--- src/rtl/rcc_pkg.sv ---
package rcc_pkg;
  localparam int SEQ_W = 16;

  typedef struct packed {
    logic             done;
    logic             nonspec;
    logic             rel;
    logic [SEQ_W-1:0] seq;
  } rob_ent_t;
endpackage

--- src/rtl/rcc_entry_store.sv ---
module rcc_entry_store
  import rcc_pkg::*;
#(
  parameter int DEPTH = 8,
  localparam int PTR_W = $clog2(DEPTH)
) (
  input  logic                  clk,
  input  logic                  rst_n,
  input  logic                  alloc_en,
  input  logic [PTR_W-1:0]      alloc_idx,
  input  logic                  alloc_nonspec,
  input  logic [SEQ_W-1:0]      alloc_seq,
  input  logic                  cmp_en,
  input  logic [PTR_W-1:0]      cmp_idx,
  input  logic                  rel_en,
  input  logic [PTR_W-1:0]      rel_idx,
  output rob_ent_t [DEPTH-1:0]  ents
);
  rob_ent_t [DEPTH-1:0] ents_q;

  always_ff @(posedge clk or negedge rst_n) begin
    if (!rst_n) begin
      ents_q <= '0;
    end else begin
      if (alloc_en) begin
        ents_q[alloc_idx].done    <= 1'b0;
        ents_q[alloc_idx].rel     <= 1'b0;
        ents_q[alloc_idx].nonspec <= alloc_nonspec;
        ents_q[alloc_idx].seq     <= alloc_seq;
      end
      if (cmp_en) begin
        ents_q[cmp_idx].done <= 1'b1;
      end
      if (rel_en) begin
        ents_q[rel_idx].rel <= 1'b1;
      end
    end
  end

  assign ents = ents_q;
endmodule

--- src/rtl/rcc_redirect_pick.sv ---
module rcc_redirect_pick
  import rcc_pkg::*;
#(
  parameter int NUM_REDIR = 2,
  parameter int TGT_W     = 32
) (
  input  logic [NUM_REDIR-1:0]       redir_valid,
  input  logic [NUM_REDIR*SEQ_W-1:0] redir_seq,
  input  logic [NUM_REDIR*TGT_W-1:0] redir_target,
  input  logic [NUM_REDIR-1:0]       redir_mispred,
  input  logic [SEQ_W-1:0]           youngest,
  output logic                       accept,
  output logic [SEQ_W-1:0]           sel_seq,
  output logic [TGT_W-1:0]           sel_target,
  output logic                       sel_mispred
);
  logic found;

  // Oldest valid request wins; strict compare keeps the lower index on a tie.
  always_comb begin
    found       = 1'b0;
    sel_seq     = '0;
    sel_target  = '0;
    sel_mispred = 1'b0;
    for (int i = 0; i < NUM_REDIR; i++) begin
      if (redir_valid[i] && (!found || (redir_seq[i*SEQ_W +: SEQ_W] < sel_seq))) begin
        found       = 1'b1;
        sel_seq     = redir_seq[i*SEQ_W +: SEQ_W];
        sel_target  = redir_target[i*TGT_W +: TGT_W];
        sel_mispred = redir_mispred[i];
      end
    end
  end

  // Age filter against the youngest live sequence number.
  assign accept = found && (sel_seq < youngest);
endmodule

--- src/rtl/rcc_retire_scan.sv ---
module rcc_retire_scan #(
  parameter int COMMIT_W = 2,
  localparam int RC_W = $clog2(COMMIT_W + 1)
) (
  input  logic [COMMIT_W-1:0] live,
  input  logic [COMMIT_W-1:0] done,
  output logic [COMMIT_W-1:0] mask,
  output logic [RC_W-1:0]     cnt
);
  logic go;

  always_comb begin
    go   = 1'b1;
    mask = '0;
    cnt  = '0;
    for (int k = 0; k < COMMIT_W; k++) begin
      if (go && live[k] && done[k]) begin
        mask[k] = 1'b1;
        cnt     = cnt + RC_W'(1);
      end else begin
        go = 1'b0;
      end
    end
  end
endmodule

--- src/rtl/rcc_squash_scan.sv ---
module rcc_squash_scan #(
  parameter int SQUASH_W = 2,
  localparam int KC_W = $clog2(SQUASH_W + 1)
) (
  input  logic [SQUASH_W:0] live,
  input  logic [SQUASH_W:0] younger,
  output logic [KC_W-1:0]   kill,
  output logic              clear
);
  logic go;

  // Window slot j is the j-th entry counted back from the tail.
  // Slot SQUASH_W is only probed to learn whether the drain ends now.
  always_comb begin
    go   = 1'b1;
    kill = '0;
    for (int j = 0; j < SQUASH_W; j++) begin
      if (go && live[j] && younger[j]) begin
        kill = kill + KC_W'(1);
      end else begin
        go = 1'b0;
      end
    end
    clear = !(go && live[SQUASH_W] && younger[SQUASH_W]);
  end
endmodule

--- src/rtl/rob_commit_ctrl.sv ---
module rob_commit_ctrl
  import rcc_pkg::*;
#(
  parameter int DEPTH     = 8,
  parameter int COMMIT_W  = 2,
  parameter int SQUASH_W  = 2,
  parameter int NUM_REDIR = 2,
  parameter int TGT_W     = 32,
  localparam int PTR_W    = $clog2(DEPTH),
  localparam int CNT_W    = PTR_W + 1
) (
  input  logic                       clk,
  input  logic                       rst_n,
  input  logic                       disp_valid,
  input  logic [15:0]                disp_seq,
  input  logic                       disp_nonspec,
  output logic                       disp_ready,
  output logic [PTR_W-1:0]           disp_idx,
  input  logic                       cmp_valid,
  input  logic [PTR_W-1:0]           cmp_idx,
  input  logic [NUM_REDIR-1:0]       redir_valid,
  input  logic [NUM_REDIR*16-1:0]    redir_seq,
  input  logic [NUM_REDIR*TGT_W-1:0] redir_target,
  input  logic [NUM_REDIR-1:0]       redir_mispred,
  output logic [COMMIT_W-1:0]        ret_valid,
  output logic [COMMIT_W*16-1:0]     ret_seq,
  output logic                       bc_squash,
  output logic [15:0]                bc_squash_seq,
  output logic [TGT_W-1:0]           bc_target,
  output logic                       bc_mispred,
  output logic                       bc_ns_valid,
  output logic [15:0]                bc_ns_seq,
  output logic [CNT_W-1:0]           free_cnt,
  output logic                       free_upd,
  output logic                       squash_busy
);
  localparam int RC_W = $clog2(COMMIT_W + 1);
  localparam int KC_W = $clog2(SQUASH_W + 1);

  // ---------------- state ----------------
  logic [PTR_W-1:0] head_q, tail_q, head_n, tail_n;
  logic [CNT_W-1:0] cnt_q, cnt_n;
  logic [SEQ_W-1:0] young_q, young_n;
  logic             sq_q, sq_n;
  logic [SEQ_W-1:0] bound_q, bound_n;

  logic             bcs_q, bcm_q, bcn_q, fupd_q;
  logic [SEQ_W-1:0] bcs_seq_q, bcn_seq_q;
  logic [TGT_W-1:0] bct_q;

  rob_ent_t [DEPTH-1:0] ents;

  // ---------------- redirect selection ----------------
  logic             acc;
  logic [SEQ_W-1:0] sel_seq;
  logic [TGT_W-1:0] sel_tgt;
  logic             sel_mp;

  rcc_redirect_pick #(.NUM_REDIR(NUM_REDIR), .TGT_W(TGT_W)) u_pick (
    .redir_valid   (redir_valid),
    .redir_seq     (redir_seq),
    .redir_target  (redir_target),
    .redir_mispred (redir_mispred),
    .youngest      (young_q),
    .accept        (acc),
    .sel_seq       (sel_seq),
    .sel_target    (sel_tgt),
    .sel_mispred   (sel_mp)
  );

  // ---------------- head window / retire ----------------
  logic [COMMIT_W-1:0] rw_live, rw_done, rw_mask;
  logic [RC_W-1:0]     rw_cnt;
  logic                ret_en;

  always_comb begin
    for (int k = 0; k < COMMIT_W; k++) begin
      rw_live[k] = CNT_W'(k) < cnt_q;
      rw_done[k] = ents[head_q + PTR_W'(k)].done;
      ret_seq[k*SEQ_W +: SEQ_W] = ents[head_q + PTR_W'(k)].seq;
    end
  end

  rcc_retire_scan #(.COMMIT_W(COMMIT_W)) u_ret (
    .live (rw_live),
    .done (rw_done),
    .mask (rw_mask),
    .cnt  (rw_cnt)
  );

  assign ret_en    = !sq_q && !acc;
  assign ret_valid = ret_en ? rw_mask : '0;

  // ---------------- tail window / squash drain ----------------
  logic [SQUASH_W:0] sw_live, sw_young;
  logic [KC_W-1:0]   sw_kill;
  logic              sw_clear;

  always_comb begin
    for (int j = 0; j <= SQUASH_W; j++) begin
      sw_live[j]  = CNT_W'(j) < cnt_q;
      sw_young[j] = ents[tail_q - PTR_W'(j + 1)].seq > bound_q;
    end
  end

  rcc_squash_scan #(.SQUASH_W(SQUASH_W)) u_sq (
    .live    (sw_live),
    .younger (sw_young),
    .kill    (sw_kill),
    .clear   (sw_clear)
  );

  // ---------------- dispatch / completion / release ----------------
  logic     alloc, cmp_live, ns_fire;
  rob_ent_t head_ent;
  logic [RC_W-1:0] r_n;
  logic [KC_W-1:0] k_n;

  assign head_ent   = ents[head_q];
  assign disp_ready = (cnt_q < CNT_W'(DEPTH)) && !sq_q && !acc;
  assign alloc      = disp_valid && disp_ready;
  assign disp_idx   = tail_q;
  assign cmp_live   = cmp_valid && ({1'b0, PTR_W'(cmp_idx - head_q)} < cnt_q);
  assign ns_fire    = (cnt_q != '0) && head_ent.nonspec && !head_ent.done &&
                      !head_ent.rel && !sq_q && !acc;

  rcc_entry_store #(.DEPTH(DEPTH)) u_store (
    .clk           (clk),
    .rst_n         (rst_n),
    .alloc_en      (alloc),
    .alloc_idx     (tail_q),
    .alloc_nonspec (disp_nonspec),
    .alloc_seq     (disp_seq),
    .cmp_en        (cmp_live),
    .cmp_idx       (cmp_idx),
    .rel_en        (ns_fire),
    .rel_idx       (head_q),
    .ents          (ents)
  );

  // ---------------- next state ----------------
  always_comb begin
    r_n     = ret_en ? rw_cnt : '0;
    k_n     = sq_q ? sw_kill : '0;
    head_n  = head_q + PTR_W'(r_n);
    tail_n  = tail_q + PTR_W'(alloc) - PTR_W'(k_n);
    cnt_n   = cnt_q + CNT_W'(alloc) - CNT_W'(r_n) - CNT_W'(k_n);
    young_n = young_q;
    if (acc) begin
      young_n = sel_seq;
    end else if (alloc) begin
      young_n = disp_seq;
    end
    sq_n    = acc || (sq_q && !sw_clear);
    bound_n = acc ? sel_seq : bound_q;
  end

  // ---------------- registers ----------------
  always_ff @(posedge clk or negedge rst_n) begin
    if (!rst_n) begin
      head_q    <= '0;
      tail_q    <= '0;
      cnt_q     <= '0;
      young_q   <= '0;
      sq_q      <= 1'b0;
      bound_q   <= '0;
      bcs_q     <= 1'b0;
      bcs_seq_q <= '0;
      bct_q     <= '0;
      bcm_q     <= 1'b0;
      bcn_q     <= 1'b0;
      bcn_seq_q <= '0;
      fupd_q    <= 1'b0;
    end else begin
      head_q  <= head_n;
      tail_q  <= tail_n;
      cnt_q   <= cnt_n;
      young_q <= young_n;
      sq_q    <= sq_n;
      bound_q <= bound_n;
      bcs_q   <= acc;
      if (acc) begin
        bcs_seq_q <= sel_seq;
        bct_q     <= sel_tgt;
        bcm_q     <= sel_mp;
      end
      bcn_q <= ns_fire;
      if (ns_fire) begin
        bcn_seq_q <= head_ent.seq;
      end
      fupd_q <= (cnt_n != cnt_q);
    end
  end

  assign bc_squash     = bcs_q;
  assign bc_squash_seq = bcs_seq_q;
  assign bc_target     = bct_q;
  assign bc_mispred    = bcm_q;
  assign bc_ns_valid   = bcn_q;
  assign bc_ns_seq     = bcn_seq_q;
  assign free_cnt      = CNT_W'(DEPTH) - cnt_q;
  assign free_upd      = fupd_q;
  assign squash_busy   = sq_q;

  // ---------------- assertions ----------------
  a_r11_no_overflow: assert property (@(posedge clk) disable iff (!rst_n)
    cnt_q <= CNT_W'(DEPTH));

  a_r10_no_retire_in_squash: assert property (@(posedge clk) disable iff (!rst_n)
    sq_q |-> (ret_valid == '0));

  a_r10_no_dispatch_in_squash: assert property (@(posedge clk) disable iff (!rst_n)
    sq_q |-> !disp_ready);

  a_r6_bcast_older: assert property (@(posedge clk) disable iff (!rst_n)
    bcs_q |-> (bcs_seq_q < $past(young_q)));

  a_r9_drain_rate: assert property (@(posedge clk) disable iff (!rst_n)
    sq_q |=> ((32'(cnt_q) + SQUASH_W) >= 32'($past(cnt_q))));

  a_r4_release_needs_entry: assert property (@(posedge clk) disable iff (!rst_n)
    bcn_q |-> ($past(cnt_q) != '0));

  a_r3_in_order_run: assert property (@(posedge clk) disable iff (!rst_n)
    ((ret_valid & (ret_valid + COMMIT_W'(1))) == '0));
endmodule

--- config.mk ---
export PLATFORM = sky130hd
export DESIGN_NAME = rob_commit_ctrl
export DESIGN_NICKNAME = d
export VERILOG_FILES = /design/src/rtl/rcc_pkg.sv /design/src/rtl/rcc_entry_store.sv /design/src/rtl/rcc_redirect_pick.sv /design/src/rtl/rcc_retire_scan.sv /design/src/rtl/rcc_squash_scan.sv /design/src/rtl/rob_commit_ctrl.sv
export SDC_FILE = /design/constraint.sdc
export NUM_CORES = 1
export LEC_CHECK = 0
export BUFFER_PORTS_ARGS = -buffer_cell sky130_fd_sc_hd__clkbuf_2
export CORE_MARGIN = 1
export CORE_UTILIZATION = 59
export CTS_BUF_LIST = sky130_fd_sc_hd__clkbuf_4 sky130_fd_sc_hd__clkbuf_8
export CTS_CLUSTER_DIAMETER = 50
export DETAILED_ROUTE_END_ITERATION = 6
export PLACE_DENSITY_LB_ADDON = 0.05
export SYNTH_ARGS = -nofsm -noshare
export SYNTH_HDL_FRONTEND = slang
export SYNTH_SLANG_ARGS = --single-unit
--- constraint.sdc ---
create_clock -name clk -period 7.4 [get_ports clk]
set_input_delay 0.37 -clock clk [delete_from_list [all_inputs] [get_ports clk]]
set_output_delay 0.37 -clock clk [all_outputs]
set_load 0.01 [all_outputs]
==> results of run 1 <==
## cells in the mapped netlist, drive strengths merged, types with 7 or more instances
cell type | count | area share
dfrtp | 247 | 0.36
mux2 | 244 | 0.18
nand2 | 171 | 0.039
mux4 | 136 | 0.18
ha | 100 | 0.073
a21oi | 67 | 0.020
o21ai | 62 | 0.018
inv | 61 | 0.013
clkbuf | 58 | 0.013
and3 | 38 | 0.014
buf | 34 | 0.013
nor2 | 34 | 0.0074
a31oi | 16 | 0.0058
nand4 | 15 | 0.0055
a21o | 13 | 0.0057
o21a | 12 | 0.0052
xnor2 | 10 | 0.0051
a22o | 9 | 0.0046
and2 | 9 | 0.0033
nor3 | 9 | 0.0039
a32o | 8 | 0.0047
mux2i | 8 | 0.0047
nor2b | 8 | 0.0029
nand3 | 7 | 0.0023
## area by class of cell
type | instances | area, µm² | area share
Clock buffer | 60 | 801 | 0.0405
Clock inverter | 23 | 289 | 0.0146
Inverter | 62 | 235 | 0.0119
Multi-Input combinational cell | 1015 | 10400 | 0.525
Sequential cell | 247 | 6190 | 0.313
Tap cell | 384 | 480 | 0.0243
Timing Repair Buffer | 259 | 1400 | 0.0706
## what timing repair did
item / CTS / global route
resized for setup: 0 / 0
hold buffers: 1 / 0
endpoints found under the hold margin: 108 / 0
## per-layer routing
layer / track usage / vias to the layer above
met5: 0 / -
met2: 0.501 / 589
met4: 0.117 / 0
met3: 0.0556 / 104
met1: 0.458 / 6462
li1: - / 5735
## worst paths after layout
path / slack [ps] / from / end
max in group asynchronous: 5660 / rst_n / bc_target[17]
worst max register to register: 1150 / disp_idx[0] / free_upd
worst max-delay path: 960 / redir_valid[0] / free_upd
worst min-delay path: 90 / redir_target[46] / bc_target[14]
min in group asynchronous: 450 / rst_n / asynchronous set/reset pin
worst min register to register: 480 / bc_target[26] / bc_target[26]
## logic make-up (layout without fill, tap and decap cells)
group | Yosys count | count (layout) | share of synthesized area
compound gates | 201 | 201 | 0.0705
xor+xnor | 15 | 15 | 0.00764
mux | 388 | 388 | 0.358
simple gates | 305 | 305 | 0.0848
fa+ha+maj | 106 | 106 | 0.0798
flops | 247 | 247 | 0.360
buf+inv | 154 | 404 | 0.0394
## per-stage QoR
step / setup slack [ps] / power [W]
global route: 280 / 0.0101
global placement: 752 / 0.00774
floorplan: 733 / 0.00624
detailed placement: 460 / 0.00785
finish: 957 / 0.00945
CTS: 1030 / 0.00946
## report_power, final
part / switching (W) / internal (W)
logic: 0.00271 / 0.00273
registers: 0.000577 / 0.00187
clock network: 0.000638 / 0.000926
## worst max-delay path, delay by kind of cell
| family | cells | cell delay (ps) |
|---|---|---|
| simple gates | 5 | 690 |
| fa+ha+maj | 5 | 1370 |
| xor+xnor | 1 | 180 |
| buf+inv | 5 | 1950 |
| compound gates | 9 | 2250 |
==> flow_summary.html, run 1 <==
<table>
<tr><th>Metric</th><th>Value</th></tr>
<tr><th colspan="2">Synth</th></tr>
<tr><td>Synthesized instance count</td><td>1,416</td></tr>
<tr><td>Share of the yosys chip area belonging to registers</td><td>0.360</td></tr>
<tr><td>Post-synthesis instance area</td><td>17,200 µm²</td></tr>
<tr><td>Post-synth EDFFs</td><td>0</td></tr>
<tr><td>Net count of the mapped netlist</td><td>1,646</td></tr>
<tr><td>FFs w/ async S/R, synth</td><td>1.00</td></tr>
<tr><td>Number of storage elements in the synthesis netlist</td><td>247</td></tr>
<tr><td>Dominant register cell in the synthesized netlist</td><td>sky130_fd_sc_hd__dfrtp_1</td></tr>
<tr><td>Syn. warnings</td><td>0</td></tr>
<tr><td>Mapped Avg Cell Area</td><td>12.1 µm²</td></tr>
<tr><td>Yosys cell types</td><td>53</td></tr>
<tr><th colspan="2">Global routing</th></tr>
<tr><td>First-pass GRT wire length</td><td>75,000 µm</td></tr>
<tr><td>Total routing resource utilization after global routing</td><td>0.322</td></tr>
<tr><td>Via count of the first global-routing pass</td><td>13,037</td></tr>
<tr><td>Largest net degree at the start of global routing</td><td>140</td></tr>
<tr><td>Number of antenna violations at the first check in global routing</td><td>0</td></tr>
<tr><td>GRT Residual Overflow</td><td>0</td></tr>
<tr><th colspan="2">Clock tree</th></tr>
<tr><td>Number of buffers created by CTS</td><td>46</td></tr>
<tr><td>Clk pin slew, worst setup/hold paths</td><td>60 ps</td></tr>
<tr><td>Htree depth</td><td>2</td></tr>
<tr><td>Root Buffer</td><td>sky130_fd_sc_hd__clkbuf_8</td></tr>
<tr><td>CTS tree</td><td>built</td></tr>
<tr><td>Post-CTS Setup Inserts</td><td>0</td></tr>
<tr><td>Source-to-sink clock delay at the later pin of the worst-skew pair</td><td>580 ps</td></tr>
<tr><td>Sinks on the clock net</td><td>247</td></tr>
<tr><td>Max clock buf depth</td><td>3</td></tr>
<tr><th colspan="2">Final layout</th></tr>
<tr><td>Number of fill cells in the layout</td><td>2,162</td></tr>
<tr><td>Final non-filler cell total</td><td>2,050</td></tr>
<tr><td>Net total in the final layout</td><td>1,861</td></tr>
<tr><td>Final design utilization</td><td>0.689</td></tr>
<tr><td>Final cell area excluding filler cells</td><td>19,800 µm²</td></tr>
<tr><td>Leading cell type in the layout, fill and taps excluded</td><td>sky130_fd_sc_hd__dfrtp_1</td></tr>
<tr><td>Layout overhead on the synthesized area</td><td>15.0%</td></tr>
<tr><td>ANT cells</td><td>0</td></tr>
<tr><td>Commonest non-fill, non-tap cells in the layout</td><td>sky130_fd_sc_hd__dfrtp_1 (244), sky130_fd_sc_hd__clkbuf_2 (233), sky130_fd_sc_hd__mux2_2 (171), sky130_fd_sc_hd__nand2_1 (167), sky130_fd_sc_hd__mux4_2 (136)</td></tr>
<tr><td>Proportion of layout cells with a drive suffix above 1</td><td>0.444</td></tr>
<tr><th colspan="2">Detailed routing</th></tr>
<tr><td>Total wire length after detailed routing</td><td>46,700 µm</td></tr>
<tr><td>Routed len/inst</td><td>22.8 µm</td></tr>
<tr><td>Detailed-route vias per instance</td><td>6.29</td></tr>
<tr><td>Detailed-route via count</td><td>12,890</td></tr>
<tr><td>Detailed-router iteration count before antenna repair</td><td>5</td></tr>
<tr><td>Post-route antenna net violation count</td><td>0</td></tr>
<tr><td>Iteration-0 DRC count of the detailed router</td><td>1,111</td></tr>
<tr><td>Routed wire length on met2</td><td>21,800 µm</td></tr>
<tr><td>Wire length on met1</td><td>19,700 µm</td></tr>
<tr><td>Total length of routed met3 wires</td><td>3620 µm</td></tr>
<tr><td>DRC violation count after routing</td><td>0</td></tr>
<tr><td>Topmost layer with routed signal wires</td><td>met4</td></tr>
<tr><th colspan="2">Placed design</th></tr>
<tr><td>Post-detailed-placement cell area</td><td>18,700 µm²</td></tr>
<tr><td>Detailed placer's ending HPWL</td><td>32,000 µm</td></tr>
<tr><td>Final estimated routing congestion in global placement</td><td>0.902</td></tr>
<tr><td>Number of instances in the placed design</td><td>1,966</td></tr>
<tr><td>Port Buffer Count</td><td>234</td></tr>
<tr><th colspan="2">Worst setup path</th></tr>
<tr><td>Launching element type of the critical path</td><td>input pin</td></tr>
<tr><td>Critical Setup Path Class</td><td>in -&gt; reg</td></tr>
<tr><td>Data required time of the critical path</td><td>7830 ps</td></tr>
<tr><td>Type of destination of the critical path</td><td>flip-flop</td></tr>
<tr><td>Slowest library cell on the worst path</td><td>sky130_fd_sc_hd__buf_4</td></tr>
<tr><td>Largest fanout on the critical path</td><td>114</td></tr>
<tr><td>Crit path largest cell delay</td><td>780 ps</td></tr>
<tr><td>Length in cells of the worst reg-to-reg path</td><td>24</td></tr>
<tr><td>CP most frequent cell</td><td>sky130_fd_sc_hd__ha_1</td></tr>
<tr><td>Crit path arrival time</td><td>6870 ps</td></tr>
<tr><th colspan="2">Timing</th></tr>
<tr><td>Fmax</td><td>155 MHz</td></tr>
<tr><td>Total setup violations reported at the end of the flow</td><td>0</td></tr>
<tr><td>Setup TNS</td><td>0 ps</td></tr>
<tr><td>Worst hold slack</td><td>90.1 ps</td></tr>
<tr><td>RSZ-0062 raised after global routing</td><td>no</td></tr>
<tr><td>Final-report max-slew violation count</td><td>0</td></tr>
<tr><td>Crit share post-route</td><td>0.871</td></tr>
<tr><td>Worst-margin pin slew</td><td>1290 ps</td></tr>
<tr><td>Slew headroom</td><td>0.142</td></tr>
<tr><td>Clock period minus final worst setup slack</td><td>6440 ps</td></tr>
<tr><td>Clock skew</td><td>24.1 ps</td></tr>
<tr><td>Final count of hold timing violations</td><td>0</td></tr>
<tr><th colspan="2">Job</th></tr>
<tr><td>Maximum Capacitance Violations</td><td>0</td></tr>
<tr><th colspan="2">Floorplanning</th></tr>
<tr><td>Full die area</td><td>29,800 µm²</td></tr>
<tr><td>Total core area</td><td>28,700 µm²</td></tr>
<tr><td>Number of rows in the core area</td><td>62</td></tr>
<tr><td>Count of boundary I/O pins</td><td>235</td></tr>
<tr><td>Floorplan die width</td><td>173 µm</td></tr>
<tr><td>Initial Utilization</td><td>0.599</td></tr>
<tr><td>DIE HEIGHT</td><td>173 µm</td></tr>
<tr><th colspan="2">Power</th></tr>
<tr><td>P per Cell Area</td><td>478 nW/µm²</td></tr>
<tr><td>Worst supply voltage drop on vdd</td><td>475 µV</td></tr>
<tr><td>Static leakage</td><td>9.72 nW</td></tr>
<tr><th colspan="2">Run status</th></tr>
<tr><td>Status</td><td>complete, no violations</td></tr>
<tr><th colspan="2">Min path</th></tr>
<tr><td>Hold/Removal Path Class</td><td>in -&gt; reg</td></tr>
<tr><td>Number of cells traversed by the worst hold path</td><td>3</td></tr>
</table>
Note: power is estimated with default switching activity, not from simulation.
==> inputs of run 2 (changes only) <==
--- a/config.mk
+++ b/config.mk
@@ -6,6 +6,7 @@
 export NUM_CORES = 1
 export LEC_CHECK = 0
 export BUFFER_PORTS_ARGS = -buffer_cell sky130_fd_sc_hd__clkbuf_2
+export CORE_ASPECT_RATIO = 1.4
 export CORE_MARGIN = 1
 export CORE_UTILIZATION = 59
 export CTS_BUF_LIST = sky130_fd_sc_hd__clkbuf_4 sky130_fd_sc_hd__clkbuf_8
==> run 2 against run 1 <==
  * Routed wire length barely moved
  * Maximum frequency rose by 0.47%
  * Clock skew rose by 9.7 ps
  * Sequential share of layout area rose by 0.22 points
  * Hold slack got worse by 34 ps
  * Combinational power rose by 1%
  * Cell count fell by 0.73%
  * Largest cell class unchanged
  * Via count fell by 0.78%
==> flow_summary.html, run 2 (synthesized netlist as in run 1, its figures left out) <==
<table>
<tr><th>Metric</th><th>Value</th></tr>
<tr><th colspan="2">Run status</th></tr>
<tr><td>Status</td><td>complete, no violations (unchanged)</td></tr>
<tr><th colspan="2">Timing</th></tr>
<tr><td>Total setup violations reported at the end of the flow</td><td>0 (unchanged)</td></tr>
<tr><td>Crit share post-route</td><td>0.867 (was 0.871)</td></tr>
<tr><td>Slew headroom</td><td>0.257 (was 0.142)</td></tr>
<tr><td>Clock skew</td><td>33.8 ps (was 24.1 ps)</td></tr>
<tr><td>Setup TNS</td><td>0 ps (unchanged)</td></tr>
<tr><td>Final count of hold timing violations</td><td>0 (unchanged)</td></tr>
<tr><td>Fmax</td><td>156 MHz (was 155 MHz)</td></tr>
<tr><td>Worst-margin pin slew</td><td>1110 ps (was 1290 ps)</td></tr>
<tr><td>RSZ-0062 raised after global routing</td><td>no (unchanged)</td></tr>
<tr><td>Final-report max-slew violation count</td><td>0 (unchanged)</td></tr>
<tr><td>Least setup slack across all paths after layout</td><td>987 ps (was 957 ps)</td></tr>
<tr><td>Clock period minus final worst setup slack</td><td>6410 ps (was 6440 ps)</td></tr>
<tr><th colspan="2">Global routing</th></tr>
<tr><td>Number of antenna violations at the first check in global routing</td><td>0 (unchanged)</td></tr>
<tr><td>First-pass GRT wire length</td><td>73,700 µm (was 75,000 µm)</td></tr>
<tr><td>Largest net degree at the start of global routing</td><td>115 (was 140)</td></tr>
<tr><td>GRT Residual Overflow</td><td>0 (unchanged)</td></tr>
<tr><td>Total routing resource utilization after global routing</td><td>0.323 (was 0.322)</td></tr>
<tr><td>Via count of the first global-routing pass</td><td>13,099 (was 13,037)</td></tr>
<tr><th colspan="2">Clock tree</th></tr>
<tr><td>CTS tree</td><td>built (unchanged)</td></tr>
<tr><td>Htree depth</td><td>2 (unchanged)</td></tr>
<tr><td>Clk pin slew, worst setup/hold paths</td><td>60 ps (about the same)</td></tr>
<tr><td>Max clock buf depth</td><td>3 (unchanged)</td></tr>
<tr><td>Number of buffers created by CTS</td><td>43 (was 46)</td></tr>
<tr><td>Root Buffer</td><td>sky130_fd_sc_hd__clkbuf_8 (unchanged)</td></tr>
<tr><td>Source-to-sink clock delay at the later pin of the worst-skew pair</td><td>600 ps (was 580 ps)</td></tr>
<tr><td>Resized Gates After CTS</td><td>0 (unchanged)</td></tr>
<tr><td>Sinks on the clock net</td><td>247 (unchanged)</td></tr>
<tr><th colspan="2">Final layout</th></tr>
<tr><td>Final design utilization</td><td>0.689 (about the same)</td></tr>
<tr><td>ANT cells</td><td>0 (unchanged)</td></tr>
<tr><td>Proportion of layout cells with a drive suffix above 1</td><td>0.442 (was 0.444)</td></tr>
<tr><td>Net total in the final layout</td><td>1,860 (was 1,861)</td></tr>
<tr><td>Final non-filler cell total</td><td>2,035 (was 2,050)</td></tr>
<tr><td>Commonest non-fill, non-tap cells in the layout</td><td>sky130_fd_sc_hd__dfrtp_1 (244), sky130_fd_sc_hd__clkbuf_2 (233), sky130_fd_sc_hd__mux2_2 (171), sky130_fd_sc_hd__nand2_1 (167), sky130_fd_sc_hd__mux4_2 (136) (unchanged)</td></tr>
<tr><td>Layout overhead on the synthesized area</td><td>14.2% (was 15.0%)</td></tr>
<tr><td>Leading cell type in the layout, fill and taps excluded</td><td>sky130_fd_sc_hd__dfrtp_1 (unchanged)</td></tr>
<tr><td>Final cell area excluding filler cells</td><td>19,600 µm² (was 19,800 µm²)</td></tr>
<tr><th colspan="2">Detailed routing</th></tr>
<tr><td>Detailed-route vias per instance</td><td>6.29 (about the same)</td></tr>
<tr><td>Post-route antenna net violation count</td><td>0 (unchanged)</td></tr>
<tr><td>Routed len/inst</td><td>23.0 µm (was 22.8 µm)</td></tr>
<tr><td>Detailed-router iteration count before antenna repair</td><td>5 (unchanged)</td></tr>
<tr><td>Iteration-0 DRC count of the detailed router</td><td>669 (was 1,111)</td></tr>
<tr><td>DRC violation count after routing</td><td>0 (unchanged)</td></tr>
<tr><td>Total wire length after detailed routing</td><td>46,700 µm (about the same)</td></tr>
<tr><td>Detailed-route via count</td><td>12,790 (was 12,890)</td></tr>
<tr><th colspan="2">Worst setup path</th></tr>
<tr><td>Launching element type of the critical path</td><td>flip-flop (was input pin)</td></tr>
<tr><td>Length in cells of the worst reg-to-reg path</td><td>24 (unchanged)</td></tr>
<tr><td>Register-to-register setup slack</td><td>990 ps (was 1150 ps)</td></tr>
<tr><td>Reg2Reg Launch Point</td><td>disp_idx[0] (unchanged)</td></tr>
<tr><td>Critical path destination</td><td>free_upd (unchanged)</td></tr>
<tr><td>Type of destination of the critical path</td><td>flip-flop (unchanged)</td></tr>
<tr><td>Data required time of the critical path</td><td>7860 ps (was 7830 ps)</td></tr>
<tr><td>Worst setup path startpoint</td><td>disp_idx[0] (was redir_valid[0])</td></tr>
<tr><td>Critical Setup Path Class</td><td>reg -&gt; reg (was in -&gt; reg)</td></tr>
<tr><td>Largest fanout on the critical path</td><td>7 (was 114)</td></tr>
<tr><td>Reg2Reg Capture Point</td><td>free_upd (unchanged)</td></tr>
<tr><td>Crit path arrival time</td><td>6870 ps (about the same)</td></tr>
<tr><th colspan="2">Floorplanning</th></tr>
<tr><td>Initial Utilization</td><td>0.603 (was 0.599)</td></tr>
<tr><td>DIE HEIGHT</td><td>204 µm (was 173 µm)</td></tr>
<tr><td>Floorplan die width</td><td>146 µm (was 173 µm)</td></tr>
<tr><td>Full die area</td><td>29,800 µm² (about the same)</td></tr>
<tr><td>Number of rows in the core area</td><td>73 (was 62)</td></tr>
<tr><td>Total core area</td><td>28,500 µm² (was 28,700 µm²)</td></tr>
<tr><td>Count of boundary I/O pins</td><td>235 (unchanged)</td></tr>
<tr><th colspan="2">Min path</th></tr>
<tr><td>Hold/Removal Path Class</td><td>in -&gt; reg (unchanged)</td></tr>
<tr><th colspan="2">Placed design</th></tr>
<tr><td>Place WS</td><td>545 ps (was 460 ps)</td></tr>
<tr><td>Post-detailed-placement cell area</td><td>18,700 µm² (about the same)</td></tr>
<tr><td>Final estimated routing congestion in global placement</td><td>0.925 (was 0.902)</td></tr>
<tr><td>Port Buffer Count</td><td>234 (unchanged)</td></tr>
<tr><td>Number of instances in the placed design</td><td>1,959 (was 1,966)</td></tr>
<tr><td>Detailed placer's ending HPWL</td><td>32,300 µm (was 32,000 µm)</td></tr>
<tr><th colspan="2">Job</th></tr>
<tr><td>Maximum Capacitance Violations</td><td>0 (unchanged)</td></tr>
<tr><th colspan="2">Power</th></tr>
<tr><td>Worst supply voltage drop on vdd</td><td>247 µV (was 475 µV)</td></tr>
<tr><td>Static leakage</td><td>9.66 nW (was 9.72 nW)</td></tr>
<tr><td>P per Cell Area</td><td>475 nW/µm² (was 478 nW/µm²)</td></tr>
</table>
[run 2: what timing repair did]
action | in CTS | in global routing
buffers inserted | 0 | 0
hold endpoints to repair | 108 | 0
hold buffers | 1 | 0
setup endpoints to repair | 0 | 0
[run 2: worst min path at each step]
stage	slack, ps	cells after the start	end	startpoint
finish	60	3	bc_target[27]	redir_target[59]
global route	60	3	bc_target[13]	redir_target[45]
CTS	30	3	bc_target[3]	redir_target[35]
detailed placement	470	2	bc_target[7]	bc_target[7]
global placement	460	2	bc_target[16]	bc_target[16]
floorplan	70	0	asynchronous set/reset pin	rst_n
[run 2: critical path, stage by stage, from the launching register on]
cell and delay (ps):
sky130_fd_sc_hd__dfrtp_4 490, sky130_fd_sc_hd__inv_1 130, sky130_fd_sc_hd__ha_1 200, sky130_fd_sc_hd__xor2_2 610, sky130_fd_sc_hd__buf_4 300, sky130_fd_sc_hd__mux4_2 510, sky130_fd_sc_hd__ha_1 300, sky130_fd_sc_hd__nor2b_1 140
sky130_fd_sc_hd__o21a_1 160, sky130_fd_sc_hd__o21a_1 170, sky130_fd_sc_hd__o21a_1 160, sky130_fd_sc_hd__o21ai_0 130, sky130_fd_sc_hd__a31oi_1 100, sky130_fd_sc_hd__a211o_1 310, sky130_fd_sc_hd__and3_1 160, sky130_fd_sc_hd__ha_1 300
sky130_fd_sc_hd__and2_1 200, sky130_fd_sc_hd__fa_1 400, sky130_fd_sc_hd__fa_1 490, sky130_fd_sc_hd__inv_1 40, sky130_fd_sc_hd__ha_1 180, sky130_fd_sc_hd__inv_1 60, sky130_fd_sc_hd__fa_1 430, sky130_fd_sc_hd__xor2_1 170
sky130_fd_sc_hd__nand4_1 100
[run 2: stage by stage]
stage	total power (W)	hold WS, ps
after floorplan	0.00624	74.4
after global placement	0.00779	464
after detailed placement	0.00791	469
after CTS	0.00936	28.6
after global routing	0.00995	60.3
final	0.00932	55.7
[run 2: per-layer routing]
layer | share of wire | track usage | vias to the layer above | wire length [µm]
met5 | 0 | 0 | - | 0
li1 | - | - | 5732 | -
met3 | 0.066 | 0.0643 | 103 | 3070
met4 | 0.036 | 0.129 | 0 | 1680
met2 | 0.50 | 0.540 | 485 | 23300
met1 | 0.40 | 0.414 | 6470 | 18700
[run 2: where the power goes]
part	leakage, nW	total, W	switching [W]	internal [W]
clock network	0.492	0.00140	0.000605	0.000798
registers	3.19	0.00240	0.000526	0.00187
logic	5.98	0.00552	0.00278	0.00274
total	9.66	0.00932	0.00391	0.00541
[run 2: layout make-up]
cell class | count | area [µm²]
repair buffers | 261 | 1410
well taps | 375 | 469
flip-flops and latches | 247 | 6190
inverters | 62 | 235
clock buffers | 59 | 743
fillers | 2180 | 8860
multi-input cells | 1015 | 10400
clock inverters | 16 | 206
==> inputs of run 3 (changes only) <==
--- a/config.mk
+++ b/config.mk
@@ -8,7 +8,7 @@
 export BUFFER_PORTS_ARGS = -buffer_cell sky130_fd_sc_hd__clkbuf_2
 export CORE_ASPECT_RATIO = 1.4
 export CORE_MARGIN = 1
-export CORE_UTILIZATION = 59
+export CORE_UTILIZATION = 32
 export CTS_BUF_LIST = sky130_fd_sc_hd__clkbuf_4 sky130_fd_sc_hd__clkbuf_8
 export CTS_CLUSTER_DIAMETER = 50
 export DETAILED_ROUTE_END_ITERATION = 6
==> run 3 against run 2 <==
  * Core utilization down 30 points
  * Critical endpoint unchanged
  * Non-clock buffer count increased by 27
  * Clock-buffer cell count increased by 20
  * Sequential power rose by 3%
  * Global-route usage down 11 points
  * Register-to-register slack gained 50 ps
  * Largest power group unchanged
==> flow_summary.html, run 3 (synthesized netlist as in run 1, its figures left out) <==
<table>
<tr><th>Metric</th><th>Value</th></tr>
<tr><th colspan="2">Final layout</th></tr>
<tr><td>Proportion of layout cells with a drive suffix above 1</td><td>0.442 (about the same)</td></tr>
<tr><td>Net total in the final layout</td><td>1,893 (was 1,860)</td></tr>
<tr><td>Leading cell type in the layout, fill and taps excluded</td><td>sky130_fd_sc_hd__dfrtp_1 (unchanged)</td></tr>
<tr><td>Layout overhead on the synthesized area</td><td>19.2% (was 14.2%)</td></tr>
<tr><td>Final cell area excluding filler cells</td><td>20,500 µm² (was 19,600 µm²)</td></tr>
<tr><td>Commonest non-fill, non-tap cells in the layout</td><td>sky130_fd_sc_hd__dfrtp_1 (243), sky130_fd_sc_hd__clkbuf_2 (233), sky130_fd_sc_hd__mux2_2 (171), sky130_fd_sc_hd__nand2_1 (167), sky130_fd_sc_hd__mux4_2 (136) (was sky130_fd_sc_hd__dfrtp_1 (244), sky130_fd_sc_hd__clkbuf_2 (233), sky130_fd_sc_hd__mux2_2 (171), sky130_fd_sc_hd__nand2_1 (167), sky130_fd_sc_hd__mux4_2 (136))</td></tr>
<tr><th colspan="2">Clock tree</th></tr>
<tr><td>Source-to-sink clock delay at the later pin of the worst-skew pair</td><td>630 ps (was 600 ps)</td></tr>
<tr><td>Resized Gates After CTS</td><td>0 (unchanged)</td></tr>
<tr><td>Htree depth</td><td>2 (unchanged)</td></tr>
<tr><td>Post-CTS Setup Inserts</td><td>0 (unchanged)</td></tr>
<tr><td>Sinks on the clock net</td><td>247 (unchanged)</td></tr>
<tr><td>Number of buffers created by CTS</td><td>49 (was 43)</td></tr>
<tr><td>Root Buffer</td><td>sky130_fd_sc_hd__clkbuf_8 (unchanged)</td></tr>
<tr><td>CTS tree</td><td>built (unchanged)</td></tr>
<tr><td>Number of buffers inserted by hold repair at cts</td><td>25 (was 1)</td></tr>
<tr><td>Max clock buf depth</td><td>3 (unchanged)</td></tr>
<tr><td>Clk pin slew, worst setup/hold paths</td><td>60 ps (about the same)</td></tr>
<tr><th colspan="2">Detailed routing</th></tr>
<tr><td>Detailed-route via count</td><td>12,764 (was 12,790)</td></tr>
<tr><td>Routed len/inst</td><td>23.6 µm (was 23.0 µm)</td></tr>
<tr><td>Post-route antenna net violation count</td><td>0 (unchanged)</td></tr>
<tr><td>Iteration-0 DRC count of the detailed router</td><td>571 (was 669)</td></tr>
<tr><td>DRC violation count after routing</td><td>0 (unchanged)</td></tr>
<tr><td>Detailed-router iteration count before antenna repair</td><td>5 (unchanged)</td></tr>
<tr><td>Total wire length after detailed routing</td><td>57,100 µm (was 46,700 µm)</td></tr>
<tr><td>Detailed-route vias per instance</td><td>5.28 (was 6.29)</td></tr>
<tr><th colspan="2">Global routing</th></tr>
<tr><td>M3 GR Usage</td><td>0.0473 (was 0.0643)</td></tr>
<tr><td>Number of antenna violations at the first check in global routing</td><td>2 (was 0)</td></tr>
<tr><td>Met2 GRT Util</td><td>0.373 (was 0.540)</td></tr>
<tr><td>Busiest layer in global routing</td><td>met2 (unchanged)</td></tr>
<tr><td>Total routing resource utilization after global routing</td><td>0.216 (was 0.323)</td></tr>
<tr><td>Met1 global-route usage</td><td>0.265 (was 0.414)</td></tr>
<tr><td>Largest net degree at the start of global routing</td><td>141 (was 115)</td></tr>
<tr><td>First-pass GRT wire length</td><td>87,900 µm (was 73,700 µm)</td></tr>
<tr><td>GRT Residual Overflow</td><td>0 (unchanged)</td></tr>
<tr><td>Via count of the first global-routing pass</td><td>13,801 (was 13,099)</td></tr>
<tr><th colspan="2">Timing</th></tr>
<tr><td>Final-report max-slew violation count</td><td>0 (unchanged)</td></tr>
<tr><td>Clock period minus final worst setup slack</td><td>6360 ps (was 6410 ps)</td></tr>
<tr><td>Slew headroom</td><td>0.246 (was 0.257)</td></tr>
<tr><td>Worst-margin pin slew</td><td>1130 ps (was 1110 ps)</td></tr>
<tr><td>Clock skew</td><td>18.7 ps (was 33.8 ps)</td></tr>
<tr><td>Worst hold slack</td><td>47.1 ps (was 55.7 ps)</td></tr>
<tr><td>Crit share post-route</td><td>0.859 (was 0.867)</td></tr>
<tr><td>Fmax</td><td>157 MHz (was 156 MHz)</td></tr>
<tr><td>Setup TNS</td><td>0 ps (unchanged)</td></tr>
<tr><td>Total setup violations reported at the end of the flow</td><td>0 (unchanged)</td></tr>
<tr><td>Final count of hold timing violations</td><td>0 (unchanged)</td></tr>
<tr><td>RSZ-0062 raised after global routing</td><td>no (unchanged)</td></tr>
<tr><th colspan="2">Worst setup path</th></tr>
<tr><td>Critical path destination</td><td>free_upd (unchanged)</td></tr>
<tr><td>Reg2Reg Launch Point</td><td>disp_idx[0] (unchanged)</td></tr>
<tr><td>Register-to-register setup slack</td><td>1040 ps (was 990 ps)</td></tr>
<tr><td>Critical path depth in cells</td><td>22 (was 24)</td></tr>
<tr><td>Length in cells of the worst reg-to-reg path</td><td>22 (was 24)</td></tr>
<tr><td>Launching element type of the critical path</td><td>flip-flop (unchanged)</td></tr>
<tr><td>Largest fanout on the critical path</td><td>100 (was 7)</td></tr>
<tr><td>Worst setup path startpoint</td><td>disp_idx[0] (unchanged)</td></tr>
<tr><td>Crit path largest cell delay</td><td>510 ps (was 610 ps)</td></tr>
<tr><td>Total buffers and inverters traversed by the critical path</td><td>3 (was 4)</td></tr>
<tr><td>Crit path arrival time</td><td>6850 ps (was 6870 ps)</td></tr>
<tr><td>Cell chain of the critical path</td><td>buf_12 &gt; mux2_2 &gt; mux4_2 &gt; ha_1 &gt; a21o_1 &gt; a21o_1 &gt; a21oi_1 &gt; nor2b_1 &gt; o21ai_0 &gt; a31oi_1 &gt; a211o_1 &gt; and3_1 &gt; ha_1 &gt; and2_1 &gt; fa_1 &gt; fa_1 &gt; inv_1 &gt; ha_1 &gt; inv_1 &gt; fa_1 &gt; xor2_1 &gt; nand4_1 (was inv_1 &gt; ha_1 &gt; xor2_2 &gt; buf_4 &gt; mux4_2 &gt; ha_1 &gt; nor2b_1 &gt; o21a_1 &gt; o21a_1 &gt; o21a_1 &gt; o21ai_0 &gt; a31oi_1 &gt; a211o_1 &gt; and3_1 &gt; ha_1 &gt; and2_1 &gt; fa_1 &gt; fa_1 &gt; inv_1 &gt; ha_1 &gt; inv_1 &gt; fa_1 &gt; xor2_1 &gt; nand4_1)</td></tr>
<tr><td>Slowest library cell on the worst path</td><td>sky130_fd_sc_hd__mux4_2 (was sky130_fd_sc_hd__xor2_2)</td></tr>
<tr><td>Type of destination of the critical path</td><td>flip-flop (unchanged)</td></tr>
<tr><td>Critical Setup Path Class</td><td>reg -&gt; reg (unchanged)</td></tr>
<tr><td>Kind of cell adding the most delay to the critical path</td><td>adder cells (unchanged)</td></tr>
<tr><td>Reg2Reg Capture Point</td><td>free_upd (unchanged)</td></tr>
<tr><td>Data required time of the critical path</td><td>7890 ps (was 7860 ps)</td></tr>
<tr><th colspan="2">Power</th></tr>
<tr><td>Static leakage</td><td>9.88 nW (was 9.66 nW)</td></tr>
<tr><td>Proportion of power drawn by combinational gates</td><td>0.582 (was 0.592)</td></tr>
<tr><td>Worst supply voltage drop on vdd</td><td>261 µV (was 247 µV)</td></tr>
<tr><td>Clock share of power</td><td>0.164 (was 0.151)</td></tr>
<tr><td>Switching power of the nets</td><td>0.00413 W (was 0.00391 W)</td></tr>
<tr><td>P per Cell Area</td><td>471 nW/µm² (was 475 nW/µm²)</td></tr>
<tr><td>Power Internal</td><td>0.00553 W (was 0.00541 W)</td></tr>
<tr><td>Share of total power in sequential cells</td><td>0.254 (was 0.257)</td></tr>
<tr><td>Switching Fraction</td><td>0.427 (was 0.419)</td></tr>
<tr><th colspan="2">Floorplanning</th></tr>
<tr><td>Total core area</td><td>53,200 µm² (was 28,500 µm²)</td></tr>
<tr><td>Initial Utilization</td><td>0.323 (was 0.603)</td></tr>
<tr><td>Floorplan die width</td><td>198 µm (was 146 µm)</td></tr>
<tr><td>Number of rows in the core area</td><td>100 (was 73)</td></tr>
<tr><td>Full die area</td><td>54,700 µm² (was 29,800 µm²)</td></tr>
<tr><td>DIE HEIGHT</td><td>276 µm (was 204 µm)</td></tr>
<tr><td>Count of boundary I/O pins</td><td>235 (unchanged)</td></tr>
<tr><th colspan="2">Placed design</th></tr>
<tr><td>Detailed placer's ending HPWL</td><td>39,800 µm (was 32,300 µm)</td></tr>
<tr><td>Final estimated routing congestion in global placement</td><td>0.825 (was 0.925)</td></tr>
<tr><td>Port Buffer Count</td><td>234 (unchanged)</td></tr>
<tr><td>Post-detailed-placement cell area</td><td>19,100 µm² (was 18,700 µm²)</td></tr>
<tr><th colspan="2">Run status</th></tr>
<tr><td>Status</td><td>complete, no violations (unchanged)</td></tr>
<tr><th colspan="2">Job</th></tr>
<tr><td>Maximum Capacitance Violations</td><td>0 (unchanged)</td></tr>
<tr><th colspan="2">Min path</th></tr>
<tr><td>Hold/Removal Path Class</td><td>in -&gt; reg (unchanged)</td></tr>
</table>
[run 3: cell types whose count changed in the layout (fill, tap and decap cells not counted), sizes merged, moves of 2 or more]
cell and change:
buf +3, bufinv -3, clkbuf +20, clkinv +2
clkinvlp -2, dlygate4sd3 +24, inv -2
[run 3: layer usage]
| metal | up-vias | routed length (µm) |
|---|---|---|
| met4 | 2 | 1650 |
| met3 | 86 | 3140 |
| li1 | 5795 | - |
| met2 | 372 | 28900 |
| met5 | - | 11 |
| met1 | 6509 | 23500 |
[run 3: worst min path at each step]
stage | from | to | slack (ps) | depth (start not counted)
finish | redir_target[55] | bc_target[23] | 50 | 3
CTS | redir_target[33] | bc_target[1] | 7 | 3
floorplan | rst_n | asynchronous set/reset pin | 70 | 0
global route | redir_target[54] | bc_target[22] | 40 | 3
detailed placement | bc_target[11] | bc_target[11] | 470 | 2
global placement | bc_target[20] | bc_target[20] | 460 | 2
[run 3: per-stage QoR]
step	setup WS [ps]	instances	total power, W	util
after global routing	618	2417	0.0104	0.385
after global placement	563	2301	0.00815	0.360
after detailed placement	431	2301	0.00817	0.360
after CTS	983	2416	0.00983	0.385
after floorplan	733	1416	0.00624	-
final	1040	2417	0.00966	0.385
[run 3: power by group through the flow]
stage	sequential [W]	clock [W]	combinational, W
3_3_place_gp	0.00248	0	0.00567
5_1_grt	0.00255	0.00170	0.00616
4_1_cts	0.00246	0.00164	0.00573
2_1_floorplan	0.00228	0	0.00396
3_5_place_dp	0.00247	0	0.00570
6_report	0.00246	0.00158	0.00562
[run 3: layout make-up]
| type | instances | area (µm²) |
|---|---|---|
| Timing Repair Buffer | 288 | 1670 |
| Clock buffer | 79 | 1030 |
| Sequential cell | 247 | 6190 |
| Antenna cell | 1 | 2.50 |
| Tap cell | 714 | 893 |
| Clock inverter | 11 | 90.1 |
| Multi-Input combinational cell | 1015 | 10400 |
| Inverter | 62 | 235 |
| Fill cell | 5250 | 32700 |
[run 3: tightest hold or removal path: cells and delay by family]
family	cells	cell delay (ps)
compound gates	2	180
buf+inv	1	80
